$ cat src/rtl/acdrv_pkg.sv
package acdrv_pkg;

  localparam int unsigned ACDRV_ADDR_W = 5;
  localparam int unsigned ACDRV_DATA_W = 8;
  localparam logic [ACDRV_ADDR_W-1:0] ACDRV_PERIOD_ADDR = 5'b01110;

  typedef enum logic {
    MODE_FRAME = 1'b0,
    MODE_LINE  = 1'b1
  } acdrv_mode_e;

endpackage

$ cat src/rtl/acdrv_rst_sync.sv
module acdrv_rst_sync #(
  parameter int unsigned STAGES = 2
) (
  input  logic clk,
  input  logic arst_n,
  output logic srst_n
);

  logic [STAGES-1:0] sync_q;
  logic [STAGES-1:0] sync_d;

  always_comb begin
    sync_d = {sync_q[STAGES-2:0], 1'b1};
  end

  always_ff @(posedge clk or negedge arst_n) begin
    if (!arst_n) begin
      sync_q <= '0;
    end else begin
      sync_q <= sync_d;
    end
  end

  assign srst_n = sync_q[STAGES-1];

endmodule

$ cat src/rtl/acdrv_cfg_reg.sv
module acdrv_cfg_reg
  import acdrv_pkg::*;
#(
  parameter int unsigned ADDR_W = ACDRV_ADDR_W,
  parameter int unsigned DATA_W = ACDRV_DATA_W,
  parameter logic [ADDR_W-1:0] PERIOD_ADDR = ACDRV_PERIOD_ADDR
) (
  input  logic              clk,
  input  logic              rst_n,
  input  logic              wr_en,
  input  logic [ADDR_W-1:0] addr,
  input  logic [DATA_W-1:0] wdata,
  output logic              wr_hit,
  output logic [DATA_W-1:0] period_q,
  output acdrv_mode_e       mode
);

  logic [DATA_W-1:0] period_d;
  logic              period_en;

  // Address decode for the single period register
  always_comb begin
    wr_hit    = wr_en && (addr == PERIOD_ADDR);
    period_en = wr_hit;
    period_d  = wdata;
  end

  always_ff @(posedge clk or negedge rst_n) begin
    if (!rst_n) begin
      period_q <= '0;
    end else if (period_en) begin
      period_q <= period_d;
    end
  end

  // Zero period selects frame-rate inversion
  always_comb begin
    mode = (period_q == '0) ? MODE_FRAME : MODE_LINE;
  end

endmodule

$ cat src/rtl/acdrv_line_cnt.sv
module acdrv_line_cnt
  import acdrv_pkg::*;
#(
  parameter int unsigned CNT_W = ACDRV_DATA_W
) (
  input  logic             clk,
  input  logic             rst_n,
  input  acdrv_mode_e      mode,
  input  logic [CNT_W-1:0] period,
  input  logic             line_strobe,
  input  logic             clear,
  output logic [CNT_W-1:0] cnt_q,
  output logic             terminal
);

  logic [CNT_W:0]   cnt_inc;
  logic [CNT_W-1:0] cnt_d;
  logic             cnt_en;
  logic             count_now;

  always_comb begin
    count_now = line_strobe && (mode == MODE_LINE) && !clear;
    cnt_inc   = {1'b0, cnt_q} + {{CNT_W{1'b0}}, 1'b1};
    terminal  = count_now && (cnt_inc == {1'b0, period});
    cnt_en    = clear || count_now;
    if (clear || terminal) begin
      cnt_d = '0;
    end else begin
      cnt_d = cnt_inc[CNT_W-1:0];
    end
  end

  always_ff @(posedge clk or negedge rst_n) begin
    if (!rst_n) begin
      cnt_q <= '0;
    end else if (cnt_en) begin
      cnt_q <= cnt_d;
    end
  end

endmodule

$ cat src/rtl/acdrv_toggle.sv
module acdrv_toggle
  import acdrv_pkg::*;
(
  input  logic        clk,
  input  logic        rst_n,
  input  acdrv_mode_e mode,
  input  logic        frame_strobe,
  input  logic        line_terminal,
  input  logic        block,
  output logic        m_q
);

  logic flip;
  logic m_d;

  always_comb begin
    unique case (mode)
      MODE_FRAME: flip = frame_strobe && !block;
      MODE_LINE:  flip = line_terminal && !block;
      default:    flip = 1'b0;
    endcase
    m_d = ~m_q;
  end

  always_ff @(posedge clk or negedge rst_n) begin
    if (!rst_n) begin
      m_q <= 1'b0;
    end else if (flip) begin
      m_q <= m_d;
    end
  end

endmodule

$ cat src/rtl/lcd_acdrive_toggle.sv
module lcd_acdrive_toggle
  import acdrv_pkg::*;
#(
  parameter int unsigned ADDR_W = ACDRV_ADDR_W,
  parameter int unsigned DATA_W = ACDRV_DATA_W,
  parameter logic [ADDR_W-1:0] PERIOD_ADDR = ACDRV_PERIOD_ADDR,
  parameter int unsigned RST_STAGES = 2
) (
  input  logic              clk,
  input  logic              rst_n,
  input  logic              cfg_wr_en,
  input  logic [ADDR_W-1:0] cfg_addr,
  input  logic [DATA_W-1:0] cfg_wdata,
  input  logic              line_strobe,
  input  logic              frame_strobe,
  output logic              acdrive_m
);

  logic              srst_n;
  logic              wr_hit;
  logic [DATA_W-1:0] period_q;
  acdrv_mode_e       mode;
  logic [DATA_W-1:0] cnt_q;
  logic              line_terminal;

  acdrv_rst_sync #(
    .STAGES (RST_STAGES)
  ) i_rst_sync (
    .clk    (clk),
    .arst_n (rst_n),
    .srst_n (srst_n)
  );

  acdrv_cfg_reg #(
    .ADDR_W      (ADDR_W),
    .DATA_W      (DATA_W),
    .PERIOD_ADDR (PERIOD_ADDR)
  ) i_cfg_reg (
    .clk      (clk),
    .rst_n    (srst_n),
    .wr_en    (cfg_wr_en),
    .addr     (cfg_addr),
    .wdata    (cfg_wdata),
    .wr_hit   (wr_hit),
    .period_q (period_q),
    .mode     (mode)
  );

  acdrv_line_cnt #(
    .CNT_W (DATA_W)
  ) i_line_cnt (
    .clk         (clk),
    .rst_n       (srst_n),
    .mode        (mode),
    .period      (period_q),
    .line_strobe (line_strobe),
    .clear       (wr_hit),
    .cnt_q       (cnt_q),
    .terminal    (line_terminal)
  );

  acdrv_toggle i_toggle (
    .clk           (clk),
    .rst_n         (srst_n),
    .mode          (mode),
    .frame_strobe  (frame_strobe),
    .line_terminal (line_terminal),
    .block         (wr_hit),
    .m_q           (acdrive_m)
  );

endmodule

$ cat config.mk
export PLATFORM = sky130hd
export DESIGN_NAME = lcd_acdrive_toggle
export DESIGN_NICKNAME = d
export VERILOG_FILES = /design/src/rtl/acdrv_pkg.sv /design/src/rtl/acdrv_rst_sync.sv /design/src/rtl/acdrv_cfg_reg.sv /design/src/rtl/acdrv_line_cnt.sv /design/src/rtl/acdrv_toggle.sv /design/src/rtl/lcd_acdrive_toggle.sv
export SDC_FILE = /design/constraint.sdc
export NUM_CORES = 1
export LEC_CHECK = 0
export ABC_AREA = 1
export CAP_MARGIN = 20
export CORE_MARGIN = 4
export CORE_UTILIZATION = 52
export DETAILED_ROUTE_END_ITERATION = 10
export PLACE_DENSITY = 0.84
export SLEW_MARGIN = 40
export SYNTH_ARGS = -nofsm -noshare
export SYNTH_HDL_FRONTEND = slang
export SYNTH_SLANG_ARGS = --single-unit
$ cat constraint.sdc
create_clock -name clk -period 0.82 [get_ports clk]
set_clock_uncertainty 0.1 [all_clocks]
set_input_delay 0.205 -clock clk [delete_from_list [all_inputs] [get_ports clk]]
set_output_delay 0.205 -clock clk [all_outputs]
set_load 0.005 [all_outputs]
After elaboration in Yosys (flattened, before gate mapping)
Index checks and enable logic that the tools add are counted.
- output and inout port bits: 1
- register bits after elaboration: 19
- bits of input ports: 18
- logic and storage cells: 21
- bitwise logic cells: 1
- reduce and logical (&&, ||, !) cells: 10
- equality and inequality tests: 2
- multiplexer cells: 3
- add/sub/neg operators: 1
- operators by type and width (operator ; count):
    $add 8x1->9 const B ; 1
    $eq 9x8->1 ; 1
    $logic_not 8->1 ; 1
    $mux 8 ; 1
    $logic_and 1x1->1 ; 6
    $eq 5x4->1 const B ; 1
    $logic_or 1x1->1 ; 2
    $pmux 1 s2 ; 1
    $logic_not 1->1 ; 1
    $mux 1 ; 1
    $not 1->1 ; 1

Longest topological paths before layout
- word-level depth: 7
- gate-level depth with buffers: 15
- gate-level depth less buffers: 15

Modules after synthesis
From an unflattened synthesis, not the netlist that was laid out.
- cells, all modules: 179
- area total of the unflattened synthesis: 1345.0 um^2
- by module, submodules not included (module ; cells an instance ; times used ; sequential area each (um^2) ; area each (um^2)):
    acdrv_line_cnt ; 113 ; 1 ; 200.2 ; 819.5
    acdrv_cfg_reg ; 48 ; 1 ; 200.2 ; 391.6
    acdrv_toggle ; 15 ; 1 ; 25.0 ; 80.1
    acdrv_rst_sync ; 3 ; 1 ; 50.0 ; 53.8

Worst setup path before layout
No wires, ideal clock.
- path kind: reg2reg
- from: register i_line_cnt.cnt_q[0]
- to: register i_toggle.m_q
- setup time: 0.113 ns
- data required time: 0.607 ns
- arrival: 1.512 ns
- period minus slack after synthesis: 1.725 ns
- buffers on the path: 0
- cell stages (with the launch flop): 14
- path slack: -0.905 ns
- cells stage by stage: dfrtp_1 > ha_1 > nand2_1 > nand2_1 > nor2_1 > nand3_1 > nor2_1 > nand2_1 > nor2_2 > nand3_2 > nand2_1 > nand3_1 > nand2_1 > inv_1
- longest elaborated chain between the ends: 5
- RTL lines (item ; RTL line ; text):
    start: declaration ; acdrv_line_cnt.sv:12 ; output logic [CNT_W-1:0] cnt_q,
    start signal: assignment ; acdrv_line_cnt.sv:37 ; cnt_q <= cnt_d;
    $add 8x1->9 ; acdrv_line_cnt.sv:23 ; cnt_inc = {1'b0, cnt_q} + {{CNT_W{1'b0}}, 1'b1};
    $eq 9x8->1 ; acdrv_line_cnt.sv:24 ; terminal = count_now && (cnt_inc == {1'b0, period});
    $logic_and 1x1->1 ; acdrv_line_cnt.sv:24 ;
    $logic_and 1x1->1 ; acdrv_toggle.sv:19 ; MODE_LINE: flip = line_terminal && !block;
    $pmux 1 s2 ; acdrv_toggle.sv:17 ; unique case (mode)
    end signal: assignment ; acdrv_toggle.sv:29 ; m_q <= m_d;
    end: declaration ; acdrv_toggle.sv:10 ; output logic m_q
Every way passes these cells.
A chain may end at the register's enable or synchronous reset.

Worst setup path in the final report
- from: register i_line_cnt.cnt_q[1]
- to: register i_line_cnt.cnt_q[0]
- longest elaborated chain between the ends: 5
- RTL lines (item ; RTL line ; text):
    $add 8x1->9 ; acdrv_line_cnt.sv:23 ;
    $eq 9x8->1 ; acdrv_line_cnt.sv:24 ;
    $logic_and 1x1->1 ; acdrv_line_cnt.sv:24 ;
    $logic_or 1x1->1 ; acdrv_line_cnt.sv:26 ; if (clear || terminal) begin
    $mux 8 ; acdrv_line_cnt.sv:26 ;
Every way passes these cells.

==> impl_results.md <==
- Post-synthesis adder-cell area fraction: 0.01094
- Total grt overflow: 0
- Cell depth of the worst setup path: 14
- Diode count: 0
- VDD IR-drop max: 0.002153 V
- Dominant cell type by area after synthesis: dfrtp_1
- Via density: 5.508
- Multi-input gate area: 656.9 sq um
- Largest net degree at the start of global routing: 18
- Crit Path Class: flip-flop to flip-flop
- Via count: 1377
- Syn avg cell area: 6.688 sq um
- Dpl cell area: 1560 sq um
- Synth Area in Compound Gates: 0.05033
- Final worst-path cycle share: 2.428
- XOR/XNOR Fraction of Synth Area: 0
- Post-Syn Area: 1144 sq um
- Clk pin slew, worst setup/hold paths: 0.12 ns
- Initial antenna violation count: 0
- Max Clk Rate: 502.3 MHz
- Horiz. Die Dim: 54.90 um
- Worst setup margin: -1.171 ns
- Worst reg-to-reg path cell count: 14
- CP cell instances: ha_4 > inv_2 > nand2_1 > nand2_1 > nor2_2 > nand3_2 > nor2_2 > nand2_1 > nor2_2 > nand3_2 > nand2_2 > nor2_4 > nand2_1 > nand2_1
- Core ar.: 2022 sq um
- Global-route wire length before repair: 4547 um
- Largest family of logic cells by synthesized area: simple AND/OR/NAND/NOR gates
- Main synth FF type: dfrtp_1
- Synth top cells by count: nand2_1 (76), inv_1 (26), dfrtp_1 (19), nand3_1 (11), nor2_1 (11)
- CP max stage cell: dfrtp_1
- CTS tree: yes
- Min Hold Slack: -0.06615 ns
- Layout cell share with drive strength beyond 1: 0.3453
- Global placer's final weighted congestion: 0.8359
- Post-route ant nets: 0
- Pwr Density: 2061 nW/um^2
- Cell Int Power: 2.167 mW
- H-tree depth: 1
- Yosys top cell area share: 0.4158
- Sw power: 1.457 mW
- Combinational fraction of design power: 0.482
- TritonCTS Buffers: 3
- Initial drt markers: 74
- RSZ-0062 raised after global routing: true
- Insertion delay to the later sink of the worst-skew pair: 0.31 ns
- Sequential share of power: 0.376
- Layout area overhead: 53.72%
- Reg area: 475.5 sq um
- Max FO, Critical Path: 8
- Async SR Flop Fraction: 1.000
- Setup-failing EPs final: 18
- Synthesized net count: 190
- Fin crit period: 1.991 ns
- Setup_tns: -12.96 ns
- Final cell count without fillers: 250
- CTS Sinks: 19
- Initial Utilization: 0.5656
- Synth cell types: 18
- Clk root buf: clkbuf_4
- Crit end category: flip-flop
- Port bufs: 18
- Syn Inst Count: 171
- DRT Wirelength: 4085 um
- Cells after DPL: 239
- Clk buf depth: 2
- Die Span Y: 54.90 um
- Post-layout instance area: 1758 sq um
- Hold WC Path Type: input port to async pin
- Startpoint Class: flip-flop
- 1st-pass router iterations: 4
- Worst EP required: 0.93 ns
- Critical path buffers and inverters: 1
- Number of flops mapped to enable cells by yosys: 0
- # IOs: 19
- Crit path max-delay family: simple AND/OR/NAND/NOR gates
- Slew @ Worst Pin: 0.6731 ns
- Drt drc: 0
- Mux cell area share after synthesis: 0
- Die Area: 3013 sq um
- Pleak: 0.9467 nW
- Violated checks: negative hold slack, negative setup slack
- Final Hold Fails: 2
- Total Routing Usage GR: 0.2146
- Post-synthesis simple-gate area fraction: 0.4278
- Yosys reg bits: 19
- Syn. warnings: 0
- DR WL/cell: 16.34 um
- Clk network pwr share: 0.142
- Max-slew violations: 0
- Sequential fraction of the synthesis area: 0.4158
- Max_cap viols: 0
- Row count: 16
- Vias in the first global route: 1131
- Slowest Stage Delay on Critical Path: 0.44 ns
- Fill cells: 102
- DP Wirelength: 2225 um
- Status: complete, but fails checks
- Cell mode on critical path: nand2_1
- Crit path DAT: 2.10 ns
- Slew HR: 0.5513
- Final Net Count: 243
- Count leader, synth: nand2_1
- Largest cells by area after synthesis: dfrtp_1 (42%), nand2_1 (25%), inv_1 (8.5%), nand3_1 (4.8%), nor2_1 (3.6%)
- Sw frac: 0.4020
[worst paths after layout]
check	start	end	slack, ns
setup / recovery	i_line_cnt.cnt_q[1]	i_line_cnt.cnt_q[0]	-1.17
hold reg to reg	i_rst_sync.sync_q[1]	i_toggle.m_q	0.12
setup reg to reg	i_line_cnt.cnt_q[1]	i_line_cnt.cnt_q[0]	-1.17
max in group asynchronous	i_rst_sync.sync_q[1]	i_line_cnt.cnt_q[0]	0.37
hold / removal	rst_n	i_rst_sync.sync_q[1]	-0.07
min in group clk	i_rst_sync.sync_q[0]	i_rst_sync.sync_q[1]	0.28
[through the flow]
stage	setup WS (ns)	util	power [mW]
5_1_grt	-1.274	0.8694	3.807
3_5_place_dp	-1.064	0.7717	2.838
4_1_cts	-1.057	0.7946	3.313
6_report	-1.171	0.8694	3.624
2_1_floorplan	-0.8673	-	2.126
3_3_place_gp	-0.9835	0.7717	2.763
[per-layer routing]
layer | track usage | wire, um | vias up
met5 | 0 | 0 | -
met4 | 0.07692 | 325 | 0
met3 | 0.02681 | 245 | 39
met2 | 0.4016 | 2010 | 83
met1 | 0.2478 | 1502 | 628
li1 | - | - | 627
[power by group through the flow]
stage	clock, mW	combinational [mW]	sequential [mW]
6_report	0.513	1.75	1.36
5_1_grt	0.547	1.87	1.39
4_1_cts	0.492	1.48	1.34
3_5_place_dp	0	1.48	1.36
3_3_place_gp	0	1.42	1.34
2_1_floorplan	0	0.768	1.36
[kinds of logic after synthesis]
group | Yosys count
simple gates | 111
buf+inv | 28
flops | 19
compound gates | 11
fa+ha+maj | 1
other cells | 1
[flip-flops by register name, summed over array words and instances (netlist names)]
| signal | flops |
|---|---|
| i_cfg_reg.period_q | 8 |
| i_line_cnt.cnt_q | 8 |
| i_rst_sync.sync_q | 2 |
| i_toggle.m_q | 1 |
[timing repair]
action | CTS | global route
resized for setup | 8 | 51
pin swaps | 0 | 6
endpoints found under the setup margin | 18 | 18
buffers inserted | 2 | 5
endpoints found under the hold margin | 2 | 2
[final cells by class]
| class | count | share of cell area |
|---|---|---|
| Timing Repair Buffer | 49 | 0.2612 |
| Tap cell | 27 | 0.01922 |
| Clock buffer | 4 | 0.01495 |
| Inverter | 27 | 0.06050 |
| Multi-Input combinational cell | 124 | 0.3737 |
| Sequential cell | 19 | 0.2705 |
[layout by cell type, fill, tap and decap left out, types with 2 or more instances in the layout]
master	netlist	layout
a21oi_1	2	2
buf_12	0	3
buf_4	0	24
buf_6	0	7
clkbuf_2	0	2
clkbuf_4	0	3
clkdlybuf4s50_1	0	11
dfrtp_1	19	19
inv_1	26	24
inv_2	0	2
nand2_1	76	64
nand2_2	3	11
nand2_4	0	4
nand3_1	11	10
nand3_2	4	5
nor2_1	11	8
nor2_2	2	5
nor2_4	2	2
o21ai_1	0	3
o21ai_2	0	5
Power figures use the tool's default switching activity.
